[src/rtl/actmon_pkg.sv]
package actmon_pkg;

    typedef enum logic [1:0] {
        ST_TRACK     = 2'd0,
        ST_HOLD_NEAR = 2'd1,
        ST_HOLD_LOL  = 2'd2,
        ST_RELOCK    = 2'd3
    } chan_state_e;

    localparam logic [2:0] A_CTRL  = 3'd0;
    localparam logic [2:0] A_PER_M = 3'd1;
    localparam logic [2:0] A_PER_A = 3'd2;
    localparam logic [2:0] A_MISS  = 3'd3;
    localparam logic [2:0] A_STAT  = 3'd4;
    localparam logic [2:0] A_IEN   = 3'd5;
    localparam logic [2:0] A_LIVE  = 3'd6;

    localparam int NSTAT     = 3;
    localparam int SB_FAIL   = 0;
    localparam int SB_MLOL   = 1;
    localparam int SB_ALOCK  = 2;
    localparam int MISS_AOFS = 8;

    function automatic logic st_is_hold(chan_state_e s);
        return (s == ST_HOLD_NEAR) || (s == ST_HOLD_LOL);
    endfunction

    function automatic logic st_is_wide(chan_state_e s);
        return (s == ST_HOLD_LOL) || (s == ST_RELOCK);
    endfunction

endpackage

[src/rtl/actmon_sync.sv]
module actmon_sync #(
    parameter int STAGES = 2
) (
    input  logic clk,
    input  logic rst_n,
    input  logic async_i,
    output logic rise_o
);
    localparam int PW = STAGES + 1;

    typedef struct packed {
        logic [PW-1:0] pipe;
    } sync_t;

    sync_t sync_d, sync_q;

    always_comb begin
        sync_d      = sync_q;
        sync_d.pipe = {sync_q.pipe[PW-2:0], async_i};
    end

    always_ff @(posedge clk) begin
        if (!rst_n) sync_q <= '0;
        else        sync_q <= sync_d;
    end

    assign rise_o = sync_q.pipe[STAGES-1] & ~sync_q.pipe[STAGES];

endmodule

[src/rtl/actmon_chan.sv]
module actmon_chan
    import actmon_pkg::*;
#(
    parameter int LIM_W = 19
) (
    input  logic             clk,
    input  logic             rst_n,
    input  logic             edge_i,
    input  logic [LIM_W-1:0] lim_i,
    input  logic             policy_i,
    input  logic             locked_i,
    output logic             hold_o,
    output logic             wide_o,
    output logic             evt_o,
    output logic             chg_o
);
    typedef struct packed {
        chan_state_e      st;
        logic [LIM_W-1:0] cnt;
        logic             evt;
        logic             chg;
    } chan_t;

    chan_t ch_d, ch_q;
    logic  expired;

    always_comb begin
        ch_d     = ch_q;
        ch_d.evt = 1'b0;
        expired  = (lim_i != '0) && (ch_q.cnt >= lim_i);

        if (edge_i)              ch_d.cnt = '0;
        else if (ch_q.cnt < lim_i) ch_d.cnt = ch_q.cnt + 1'b1;

        unique case (ch_q.st)
            ST_TRACK: begin
                if (expired) begin
                    ch_d.st  = policy_i ? ST_HOLD_LOL : ST_HOLD_NEAR;
                    ch_d.evt = 1'b1;
                end
            end
            ST_HOLD_NEAR: if (edge_i) ch_d.st = ST_TRACK;
            ST_HOLD_LOL:  if (edge_i) ch_d.st = ST_RELOCK;
            ST_RELOCK: begin
                if (expired) begin
                    ch_d.st  = ST_HOLD_LOL;
                    ch_d.evt = 1'b1;
                end else if (locked_i) begin
                    ch_d.st = ST_TRACK;
                end
            end
            default: ch_d.st = ST_TRACK;
        endcase

        ch_d.chg = st_is_wide(ch_d.st) != st_is_wide(ch_q.st);
    end

    always_ff @(posedge clk) begin
        if (!rst_n) ch_q <= '{st: ST_TRACK, cnt: '0, evt: 1'b0, chg: 1'b0};
        else        ch_q <= ch_d;
    end

    assign hold_o = st_is_hold(ch_q.st);
    assign wide_o = st_is_wide(ch_q.st);
    assign evt_o  = ch_q.evt;
    assign chg_o  = ch_q.chg;

    assert_expire_hold_R1: assert property (@(posedge clk) disable iff (!rst_n)
        (ch_q.st == ST_TRACK && lim_i != '0 && ch_q.cnt >= lim_i) |=> hold_o);

    assert_zero_limit_R2: assert property (@(posedge clk) disable iff (!rst_n)
        (lim_i == '0 && !hold_o) |=> !hold_o);

    assert_near_no_wide_R3: assert property (@(posedge clk) disable iff (!rst_n)
        (!policy_i && !wide_o) |=> !wide_o);

    assert_wide_until_lock_R4: assert property (@(posedge clk) disable iff (!rst_n)
        (wide_o && !locked_i) |=> wide_o);

endmodule

[src/rtl/actmon_regs.sv]
module actmon_regs
    import actmon_pkg::*;
#(
    parameter int DW     = 16,
    parameter int AW     = 3,
    parameter int PER_W  = 16,
    parameter int MISS_W = 3
) (
    input  logic              clk,
    input  logic              rst_n,
    input  logic              wr_en_i,
    input  logic              rd_en_i,
    input  logic [AW-1:0]     addr_i,
    input  logic [DW-1:0]     wdata_i,
    output logic [DW-1:0]     rdata_o,
    input  logic [NSTAT-1:0]  set_i,
    input  logic [3:0]        live_i,
    output logic              policy_o,
    output logic              pin_en_o,
    output logic [PER_W-1:0]  per_m_o,
    output logic [PER_W-1:0]  per_a_o,
    output logic [MISS_W-1:0] miss_m_o,
    output logic [MISS_W-1:0] miss_a_o,
    output logic [NSTAT-1:0]  sticky_o,
    output logic [NSTAT-1:0]  ien_o
);
    localparam logic [PER_W-1:0]  PER_RST  = PER_W'(16);
    localparam logic [MISS_W-1:0] MISS_RST = MISS_W'(2);

    typedef struct packed {
        logic              policy;
        logic              pin_en;
        logic [PER_W-1:0]  per_m;
        logic [PER_W-1:0]  per_a;
        logic [MISS_W-1:0] miss_m;
        logic [MISS_W-1:0] miss_a;
        logic [NSTAT-1:0]  sticky;
        logic [NSTAT-1:0]  ien;
    } regs_t;

    regs_t            rg_d, rg_q;
    logic [NSTAT-1:0] clr;
    logic             unused_wdata;

    assign unused_wdata = ^wdata_i;

    always_comb begin
        rg_d = rg_q;
        clr  = '0;
        if (wr_en_i) begin
            unique case (addr_i)
                A_CTRL: begin
                    rg_d.policy = wdata_i[0];
                    rg_d.pin_en = wdata_i[1];
                end
                A_PER_M: rg_d.per_m = wdata_i[PER_W-1:0];
                A_PER_A: rg_d.per_a = wdata_i[PER_W-1:0];
                A_MISS: begin
                    rg_d.miss_m = wdata_i[MISS_W-1:0];
                    rg_d.miss_a = wdata_i[MISS_AOFS+MISS_W-1:MISS_AOFS];
                end
                A_STAT:  clr = wdata_i[NSTAT-1:0];
                A_IEN:   rg_d.ien = wdata_i[NSTAT-1:0];
                default: ;
            endcase
        end
        rg_d.sticky = (rg_q.sticky & ~clr) | set_i;
    end

    always_ff @(posedge clk) begin
        if (!rst_n) begin
            rg_q <= '{policy: 1'b0, pin_en: 1'b0, per_m: PER_RST, per_a: PER_RST,
                      miss_m: MISS_RST, miss_a: MISS_RST, sticky: '0, ien: '0};
        end else begin
            rg_q <= rg_d;
        end
    end

    always_comb begin
        rdata_o = '0;
        if (rd_en_i) begin
            unique case (addr_i)
                A_CTRL:  rdata_o = DW'({rg_q.pin_en, rg_q.policy});
                A_PER_M: rdata_o = DW'(rg_q.per_m);
                A_PER_A: rdata_o = DW'(rg_q.per_a);
                A_MISS: begin
                    rdata_o[MISS_W-1:0]                   = rg_q.miss_m;
                    rdata_o[MISS_AOFS+MISS_W-1:MISS_AOFS] = rg_q.miss_a;
                end
                A_STAT:  rdata_o = DW'(rg_q.sticky);
                A_IEN:   rdata_o = DW'(rg_q.ien);
                A_LIVE:  rdata_o = DW'(live_i);
                default: rdata_o = '0;
            endcase
        end
    end

    assign policy_o = rg_q.policy;
    assign pin_en_o = rg_q.pin_en;
    assign per_m_o  = rg_q.per_m;
    assign per_a_o  = rg_q.per_a;
    assign miss_m_o = rg_q.miss_m;
    assign miss_a_o = rg_q.miss_a;
    assign sticky_o = rg_q.sticky;
    assign ien_o    = rg_q.ien;

    assert_fail_sticky_R5: assert property (@(posedge clk) disable iff (!rst_n)
        (rg_q.sticky[SB_FAIL] && !clr[SB_FAIL]) |=> rg_q.sticky[SB_FAIL]);

    assert_fail_main_only_R8: assert property (@(posedge clk) disable iff (!rst_n)
        (!rg_q.sticky[SB_FAIL] && !set_i[SB_FAIL]) |=> !rg_q.sticky[SB_FAIL]);

endmodule

[src/rtl/ref_activity_mon.sv]
module ref_activity_mon
    import actmon_pkg::*;
#(
    parameter int DW     = 16,
    parameter int AW     = 3,
    parameter int PER_W  = 16,
    parameter int MISS_W = 3,
    parameter int SYNC_N = 2
) (
    input  logic          clk,
    input  logic          rst_n,
    input  logic          ref_main_i,
    input  logic          ref_aux_i,
    input  logic          main_locked_i,
    input  logic          aux_locked_i,
    input  logic          wr_en_i,
    input  logic          rd_en_i,
    input  logic [AW-1:0] addr_i,
    input  logic [DW-1:0] wdata_i,
    output logic [DW-1:0] rdata_o,
    output logic          main_hold_o,
    output logic          main_wide_o,
    output logic          aux_hold_o,
    output logic          aux_wide_o,
    output logic          aux_lock_o,
    output logic          irq_o,
    output logic          fail_pin_o
);
    localparam int NCH   = 2;
    localparam int LIM_W = PER_W + MISS_W;

    logic              policy, pin_en;
    logic [PER_W-1:0]  per_m, per_a;
    logic [MISS_W-1:0] miss_m, miss_a;
    logic [NSTAT-1:0]  sticky, ien, set_bits;
    logic [3:0]        live;

    logic [NCH-1:0]    ref_in, locked_in, rise, hold, wide, evt, chg;
    logic [PER_W-1:0]  per   [NCH];
    logic [MISS_W-1:0] miss  [NCH];
    logic [LIM_W-1:0]  lim   [NCH];

    assign ref_in    = {ref_aux_i, ref_main_i};
    assign locked_in = {aux_locked_i, main_locked_i};
    assign per[0]    = per_m;
    assign per[1]    = per_a;
    assign miss[0]   = miss_m;
    assign miss[1]   = miss_a;

    for (genvar c = 0; c < NCH; c++) begin : g_chan
        assign lim[c] = LIM_W'(per[c]) * LIM_W'(miss[c]);

        actmon_sync #(.STAGES(SYNC_N)) u_sync (
            .clk    (clk),
            .rst_n  (rst_n),
            .async_i(ref_in[c]),
            .rise_o (rise[c])
        );

        actmon_chan #(.LIM_W(LIM_W)) u_chan (
            .clk     (clk),
            .rst_n   (rst_n),
            .edge_i  (rise[c]),
            .lim_i   (lim[c]),
            .policy_i(policy),
            .locked_i(locked_in[c]),
            .hold_o  (hold[c]),
            .wide_o  (wide[c]),
            .evt_o   (evt[c]),
            .chg_o   (chg[c])
        );
    end

    assign set_bits[SB_FAIL]  = evt[0];
    assign set_bits[SB_MLOL]  = chg[0];
    assign set_bits[SB_ALOCK] = chg[1];

    assign live = {~wide[1], hold[1], wide[0], hold[0]};

    actmon_regs #(
        .DW(DW), .AW(AW), .PER_W(PER_W), .MISS_W(MISS_W)
    ) u_regs (
        .clk     (clk),
        .rst_n   (rst_n),
        .wr_en_i (wr_en_i),
        .rd_en_i (rd_en_i),
        .addr_i  (addr_i),
        .wdata_i (wdata_i),
        .rdata_o (rdata_o),
        .set_i   (set_bits),
        .live_i  (live),
        .policy_o(policy),
        .pin_en_o(pin_en),
        .per_m_o (per_m),
        .per_a_o (per_a),
        .miss_m_o(miss_m),
        .miss_a_o(miss_a),
        .sticky_o(sticky),
        .ien_o   (ien)
    );

    assign main_hold_o = hold[0];
    assign main_wide_o = wide[0];
    assign aux_hold_o  = hold[1];
    assign aux_wide_o  = wide[1];
    assign aux_lock_o  = ~wide[1];
    assign irq_o       = |(sticky & ien);
    assign fail_pin_o  = pin_en & sticky[SB_FAIL];

endmodule

[config.mk]
export PLATFORM = sky130hd
export DESIGN_NAME = ref_activity_mon
export DESIGN_NICKNAME = d
export VERILOG_FILES = /design/src/rtl/actmon_pkg.sv /design/src/rtl/actmon_sync.sv /design/src/rtl/actmon_chan.sv /design/src/rtl/actmon_regs.sv /design/src/rtl/ref_activity_mon.sv
export SDC_FILE = /design/constraint.sdc
export NUM_CORES = 1
export LEC_CHECK = 0
export ABC_CLOCK_PERIOD_IN_PS = 9100
export CAP_MARGIN = 40
export CORE_MARGIN = 2
export CORE_UTILIZATION = 55
export CTS_CLUSTER_DIAMETER = 200
export CTS_CLUSTER_SIZE = 12
export DETAILED_ROUTE_END_ITERATION = 16
export MAX_ROUTING_LAYER = met4
export PLACE_DENSITY = 0.75
export SLEW_MARGIN = 25
export SYNTH_ARGS = -nofsm -noshare
export SYNTH_HDL_FRONTEND = slang
export SYNTH_SLANG_ARGS = --single-unit
[constraint.sdc]
create_clock -name clk -period 9.1 [get_ports clk]
set_input_delay 0.91 -clock clk [delete_from_list [all_inputs] [get_ports clk]]
set_output_delay 0.91 -clock clk [all_outputs]
set_load 0.05 [all_outputs]
==> results of run 1 <==
## layer usage
| layer | vias to the layer above | routed length (um) |
|---|---|---|
| li1 | 3732 | - |
| met1 | 3530 | 9780 |
| met2 | 208 | 8180 |
| met3 | 11 | 1200 |
| met4 | 0 | 183 |
| met5 | - | 0 |
## through the flow
stage	util (%)	setup slack (ps)	cell area (um2)	hold slack (ps)
after floorplan	-	3920	8320	412
after global placement	60.6	3440	8870	419
after detailed placement	60.7	3250	8890	420
after CTS	62.6	3220	9170	436
after global routing	62.6	2780	9170	458
final	62.6	3380	9170	432
## power by group
group	switching [mW]	leakage, nW	internal, mW
registers	0.0214	0.786	0.445
logic	0.172	3.04	0.114
clock network	0.167	0.133	0.193
## flip-flops by register name (all words and copies together), names as in the netlist
name                  flops
u_regs.miss_a_o           3
u_regs.miss_m_o           3
u_regs.per_a_o           16
g_chan.u_chan.ch_q       42
g_chan.u_sync.sync_q      6
u_regs.sticky_o           3
g_chan.u_chan.evt_o       1
u_regs.ien_o              3
u_regs.pin_en_o           1
u_regs.per_m_o           16
g_chan.u_chan.chg_o       2
u_regs.policy_o           1
## final cells by class
class / count / area, um2
timing repair buffer: 50 / 498
multi-input combinational: 848 / 5870
sequential: 97 / 1940
tap: 184 / 230
fill: 1318 / 5480
clock buffer: 12 / 246
clock inverter: 4 / 26.3
inverter: 93 / 349
## placed cells by master, fill, tap and decap left out, drive strengths merged, types with 6 or more instances in the layout
master,count
nor2b,15
dfxtp,97
nor4,11
ha,84
clkbuf,12
nand3,25
xnor2,32
clkdlybuf4s50,49
nor2,82
nand2b,9
and3,10
inv,94
nand4,15
fa,30
mux2i,19
o211ai,8
a22oi,14
xor2,20
nor3,20
a21oi,80
or3,8
a21o,24
o21a,7
mux2,6
o21ai,32
and4,6
nand2,195
and2,30
a211oi,8
## final timing paths
check                                                           start                                     end  slack, ps  cells after the start
worst min register to register  g_chan[1].u_sync.sync_q[0]$_SDFF_PN0_   g_chan[1].u_sync.sync_q[1]$_SDFF_PN0_        430                      1
worst max-delay path                  u_regs.miss_m_o[2]$_SDFFE_PN0P_  g_chan[0].u_chan.ch_q[20]$_SDFFE_PP0P_       3380                     19
worst max register to register        u_regs.miss_m_o[2]$_SDFFE_PN0P_  g_chan[0].u_chan.ch_q[20]$_SDFFE_PP0P_       3380                     19
worst min-delay path            g_chan[1].u_sync.sync_q[0]$_SDFF_PN0_   g_chan[1].u_sync.sync_q[1]$_SDFF_PN0_        430                      1
## cells by family after synthesis
| group | share of synthesized area, % |
|---|---|
| simple gates | 25.0 |
| compound gates | 16.4 |
| buf+inv | 6.26 |
| fa+ha+maj | 19.8 |
| flops | 23.3 |
| xor+xnor | 5.47 |
| mux | 3.68 |
==> impl_metrics.csv, run 1 <==
group,metric,value,unit
grt,antenna_found_initial,0,
finish,drive_above_1_share,3.44,%
route,drt-initial-drc-count,708,
yosys,synth_cells,1081,
yosys,synth_warnings,0,
route,via_count,7481,
die,dieArea,0.0161,mm2
worst_hold_path,holdCritPathClass,"register to register",
grt,use_met1,37.7,%
route,wirelength,19.3,mm
die,die_x,127,um
clock_tree,numCtsBuffers,9,
route,route.detailed.drc,0,
die,ios,50,
grt,grt_util_all_layers,25.4,%
route,avgRoutedWirePerCell,15.0,um
clock_tree,cts_sinks,97,
die,start_util,56.8,%
finish,num-nets-final,1240,
pwr,fin_total_pwr,1.11,mW
timing,finClkSkew,6.85,ps
clock_tree,clockBufferDepth,2,
timing,finalHoldViolations,0,
timing,clock.fmax,175,MHz
worst_setup_path,worstSetupPathType,"register to register",
clock_tree,post_cts_buffers,0,
route,ant_nets,0,
timing,fin_tns_setup,0,ps
grt,grt_pass1_vias,6873,
yosys,yosysMostFrequentCell,"nand2_1",
clock_tree,postCtsHoldBufs,0,
worst_setup_path,crit_required,9320,ps
finish,n_antenna_cell,0,
pwr,power.leakage,3.95,nW
yosys,syn_nets,1222,
die,num_rows,44,
placed_design,placed_cells,1272,
die,coreArea,0.0146,mm2
yosys,ys_ff_latch,97,
finish,area_growth_syn_to_layout,10.2,%
yosys,ys.flop_type,"dfxtp_1",
placed_design,portBuffers,49,
placed_design,globalplace.congestion,0.878,
worst_setup_path,cp-end-kind,"register",
yosys,synth_area_leaders,"dfxtp_1, ha_1, nand2_1, fa_1, a21oi_1",
clock_tree,clock-root-buffer,"clkbuf_16",
worst_setup_path,slowest_stage,"dfxtp_1",
clock_tree,cts.clk_slew.worst_paths,70,ps
grt,grt.overflow.total,0,
worst_setup_path,cp_max_fo,18,
yosys,syn_area,0.00832,mm2
timing,relSlewSlack,46.9,%
clock_tree,cts_resized,0,
finish,final_cells,1288,
yosys,ys_seq_area_share,23.3,%
worst_setup_path,arrival,5940,ps
timing,period_needed,5720,ps
run_status,status,"completed",
yosys,avgSynthCellArea,7.70,um2
pwr,ir_worst_vdd,0.0902,mV
timing,setup_viol,0,
run,drv_cap,0,
worst_setup_path,cp_top_family,"simple AND/OR/NAND/NOR gates",
pwr,power.density,121,mW/mm2
clock_tree,h-tree-depth,3,
clock_tree,cts_tree,"done",
die,die_h,127,um
worst_setup_path,cpPeakStageDelay,710,ps
yosys,yosys.area.top_type,"dfxtp_1",
timing,final_max_slew_viol_count,0,
yosys,synth_commonest_cells,"nand2_1, dfxtp_1, inv_1, ha_1, nor2_1",
timing,rsz0062_at_grt,"no",
worst_setup_path,startpoint_type,"register",
worst_setup_path,cp.buffers_inverters,2,
yosys,yosys.area.top_type_share,23.3,%
grt,met2_usage,36.5,%
yosys,synth-async-reset-ratio,0,%
worst_setup_path,crit_top_cell,"o21ai_0",
yosys,synth-edff-count,0,
clock_tree,clk_latency,350,ps
grt,grt_most_used_layer,"met1",
timing,finalCritPeriodShare,62.9,%
route,via_per_inst,5.81,
grt,grt_pass1_wl,33.3,mm
route,drt_first_pass_iters,7,
grt,grt_max_degree,46,
placed_design,dp_hpwl,15.1,mm
grt,gr-usage-met3,3.60,%
timing,tightest_slew,793,ps
worst_setup_path,path_cells,"nand2_1 -> fa_1 -> inv_1 -> ha_1 -> o21ai_0 -> o21ai_0 -> a21oi_1 -> or3_2 -> xnor2_1 -> inv_1 -> ha_1 -> a21o_1 -> a21oi_1 -> o21ai_0 -> a221o_1 -> nand4bb_1 -> nor4_1 -> xnor2_1 -> nor2_1",
yosys,ys_types,72,
(Power assumes the default switching activity.)
==> inputs of run 2 (changes only) <==
Settings changed: ABC_CLOCK_PERIOD_IN_PS 9100 to 5900.
Clock period 9.1 ns to 5.9 ns, I/O delays scaled along.
==> run 2 against run 1 <==
Non-clock buffer count grew 6. Flip-flop and latch count is the same. Sequential share of layout area shrank 0.11 points. Critical path type unchanged. First-iteration DRC count shrank 13%. Critical path depth is the same.
==> impl_metrics.csv, run 2 (same netlist as run 1, synthesis figures left out) <==
group,metric,value,unit
run_status,status,"completed",
grt,grt_util_all_layers,25.5,%
finish,final_cells,1294,
route,via_per_inst,5.80,
grt,antenna_found_initial,0,
clock_tree,cts_sinks,97,
grt,grt_max_degree,46,
grt,grt_pass1_wl,33.2,mm
timing,rsz0062_at_grt,"no",
pwr,power.density,190,mW/mm2
worst_hold_path,holdCritPathClass,"register to register",
clock_tree,postCtsHoldBufs,0,
clock_tree,clk_latency,350,ps
clock_tree,cts.clk_slew.worst_paths,70,ps
route,avgRoutedWirePerCell,15.1,um
worst_setup_path,cp.buffers_inverters,0,
pwr,power.leakage,3.99,nW
route,wirelength,19.6,mm
pwr,p_sw_share,32.0,%
worst_setup_path,cp_max_fo,18,
route,drt-initial-drc-count,619,
placed_design,dp_hpwl,15.1,mm
pwr,power_switching,0.561,mW
clock_tree,cts_tree,"done",
die,start_util,56.8,%
route,ant_nets,0,
pwr,comb_power_share,25.3,%
worst_setup_path,slowest_stage,"dfxtp_2",
finish,area_growth_syn_to_layout,10.9,%
finish,largest-register,"g_chan.u_chan.ch_q",
worst_setup_path,cp-end-kind,"register",
timing,clock.fmax,185,MHz
finish,mostFrequentLayoutCells,"nand2_1, dfxtp_1, inv_1",
die,die_h,127,um
route,via_count,7502,
finish,mostFrequentLayoutCell,"nand2_1",
die,die_x,127,um
die,ios,50,
worst_setup_path,cpPeakStageDelay,520,ps
timing,period_needed,5410,ps
timing,final_max_slew_viol_count,0,
worst_setup_path,path_cells,"and2_1 -> fa_1 -> ha_1 -> fa_1 -> a21oi_1 -> o21ai_0 -> a221oi_1 -> a21oi_1 -> xnor2_1 -> ha_1 -> a21o_1 -> a21oi_1 -> o22ai_1 -> nor2_1 -> and3_1 -> nand4_1 -> nor4_1 -> xnor2_1 -> nor2_1",
worst_setup_path,cp_num_cells,19,
timing,tightest_slew,812,ps
worst_setup_path,crit_start,"u_regs.miss_a_o[1]$_SDFFE_PN1P_",
timing,relSlewSlack,45.8,%
worst_setup_path,r2r-start,"u_regs.miss_a_o[1]$_SDFFE_PN1P_",
pwr,intPower,1.19,mW
finish,finalCoreUtilization,63.0,%
die,dieArea,0.0161,mm2
worst_setup_path,crit_path_end,"g_chan[1].u_chan.ch_q[19]$_SDFFE_PP0P_",
grt,grt_pass1_vias,6803,
die,coreArea,0.0146,mm2
placed_design,globalplace.congestion,0.914,
timing,fin_tns_setup,0,ps
clock_tree,post_cts_buffers,0,
worst_setup_path,crit_required,6110,ps
timing,setup_viol,0,
pwr,seqPwrFrac,40.9,%
route,route.detailed.drc,0,
clock_tree,clockBufferDepth,2,
timing,finClkSkew,8.44,ps
finish,n_antenna_cell,0,
pwr,fin_total_pwr,1.75,mW
worst_setup_path,startpoint_type,"register",
finish,largest_reg_flops,42,
worst_setup_path,r2r_setup_slack,490,ps
worst_setup_path,reg2reg_depth,19,
placed_design,portBuffers,49,
clock_tree,numCtsBuffers,9,
timing,finalCritPeriodShare,91.7,%
run,drv_cap,0,
clock_tree,h-tree-depth,3,
finish,num-nets-final,1246,
grt,grt.overflow.total,0,
worst_setup_path,cp_top_family,"compound AO/OA/AOI/OAI gates",
worst_setup_path,crit_top_cell,"a21oi_1",
finish,fillers,1327,
pwr,ir_worst_vdd,0.146,mV
worst_setup_path,arrival,5620,ps
finish,drive_above_1_share,4.23,%
placed_design,placed_cells,1278,
timing,finalHoldViolations,0,
clock_tree,clock-root-buffer,"clkbuf_16",
worst_setup_path,r2r-end,"g_chan[1].u_chan.ch_q[19]$_SDFFE_PP0P_",
pwr,clkPwrFrac,33.8,%
worst_setup_path,worstSetupPathType,"register to register",
route,drt_first_pass_iters,5,
die,num_rows,44,
run 2: cell count changes in the layout (fill, tap and decap cells not counted):
cell | previous run | this run
nor2b_1 | 13 | 14
o311ai_1 | 1 | 0
nor2b_2 | 2 | 1
bufinv_16 | 0 | 1
o311ai_0 | 0 | 1
clkinv_2 | 2 | 3
buf_4 | 1 | 7
clkbuf_1 | 2 | 0
nor3_4 | 1 | 0
dfxtp_1 | 97 | 95
dfxtp_2 | 0 | 2
nor3_2 | 0 | 1
clkbuf_8 | 1 | 0
clkinvlp_4 | 1 | 2
run 2: power groups by stage:
stage / Sequential [mW] / Combinational [mW] / Clock, mW
final: 0.717 / 0.443 / 0.591
after CTS: 0.717 / 0.442 / 0.599
after global placement: 0.731 / 0.431 / 0
after floorplan: 0.720 / 0.327 / 0
after detailed placement: 0.732 / 0.438 / 0
after global routing: 0.721 / 0.487 / 0.622
run 2: worst register-to-register path, cell delays in order, from the launching register on:
cell and delay (ps):
dfxtp_2 520, and2_1 200, fa_1 430, ha_1 260, fa_1 430, a21oi_1 280, o21ai_0 280, a221oi_1 500
a21oi_1 170, xnor2_1 230, ha_1 280, a21o_1 180, a21oi_1 130, o22ai_1 80, nor2_1 120, and3_1 280
nand4_1 340, nor4_1 340, xnor2_1 160, nor2_1 50
run 2: metal layers:
| metal | global-route usage (%) | routed length [um] |
|---|---|---|
| met1 | 37.8 | 9650 |
| met2 | 37.7 | 8380 |
| met3 | 3.18 | 1400 |
| met4 | 4.91 | 167 |
| met5 | - | 0 |
run 2: final cells by class:
type	count	area, um2	share of cell area [%]
Inverter	93	349	3.78
Timing Repair Buffer	56	543	5.89
Clock inverter	7	68.8	0.746
Tap cell	184	230	2.50
Sequential cell	97	1940	21.1
Clock buffer	9	225	2.44
Multi-Input combinational cell	848	5870	63.6
run 2: stage by stage:
stage               hold WS [ps]  instance area, um2  setup slack [ps]
global placement             423                8920               511
floorplan                    412                8320               720
detailed placement           427                8930               350
CTS                          448                9220               336
finish                       445                9230               491
global route                 464                9230              48.9
run 2: timing repair:
item,CTS,global route
endpoints found under the hold margin,0,0
endpoints found under the setup margin,0,10
resized for setup,0,2
run 2: worst min-delay path by stage:
stage                                          startpoint                               endpoint  slack, ps  depth (start not counted)
floorplan           g_chan[0].u_sync.sync_q[0]$_SDFF_PN0_  g_chan[0].u_sync.sync_q[1]$_SDFF_PN0_        410                          1
global placement    g_chan[1].u_sync.sync_q[0]$_SDFF_PN0_  g_chan[1].u_sync.sync_q[1]$_SDFF_PN0_        420                          1
detailed placement      g_chan[0].u_chan.chg_o$_SDFF_PN0_          u_regs.sticky_o[1]$_SDFF_PN0_        430                          2
CTS                 g_chan[1].u_sync.sync_q[0]$_SDFF_PN0_  g_chan[1].u_sync.sync_q[1]$_SDFF_PN0_        450                          1
global route            g_chan[1].u_chan.chg_o$_SDFF_PN0_          u_regs.sticky_o[2]$_SDFF_PN0_        460                          2
finish              g_chan[1].u_sync.sync_q[0]$_SDFF_PN0_  g_chan[1].u_sync.sync_q[1]$_SDFF_PN0_        440                          1
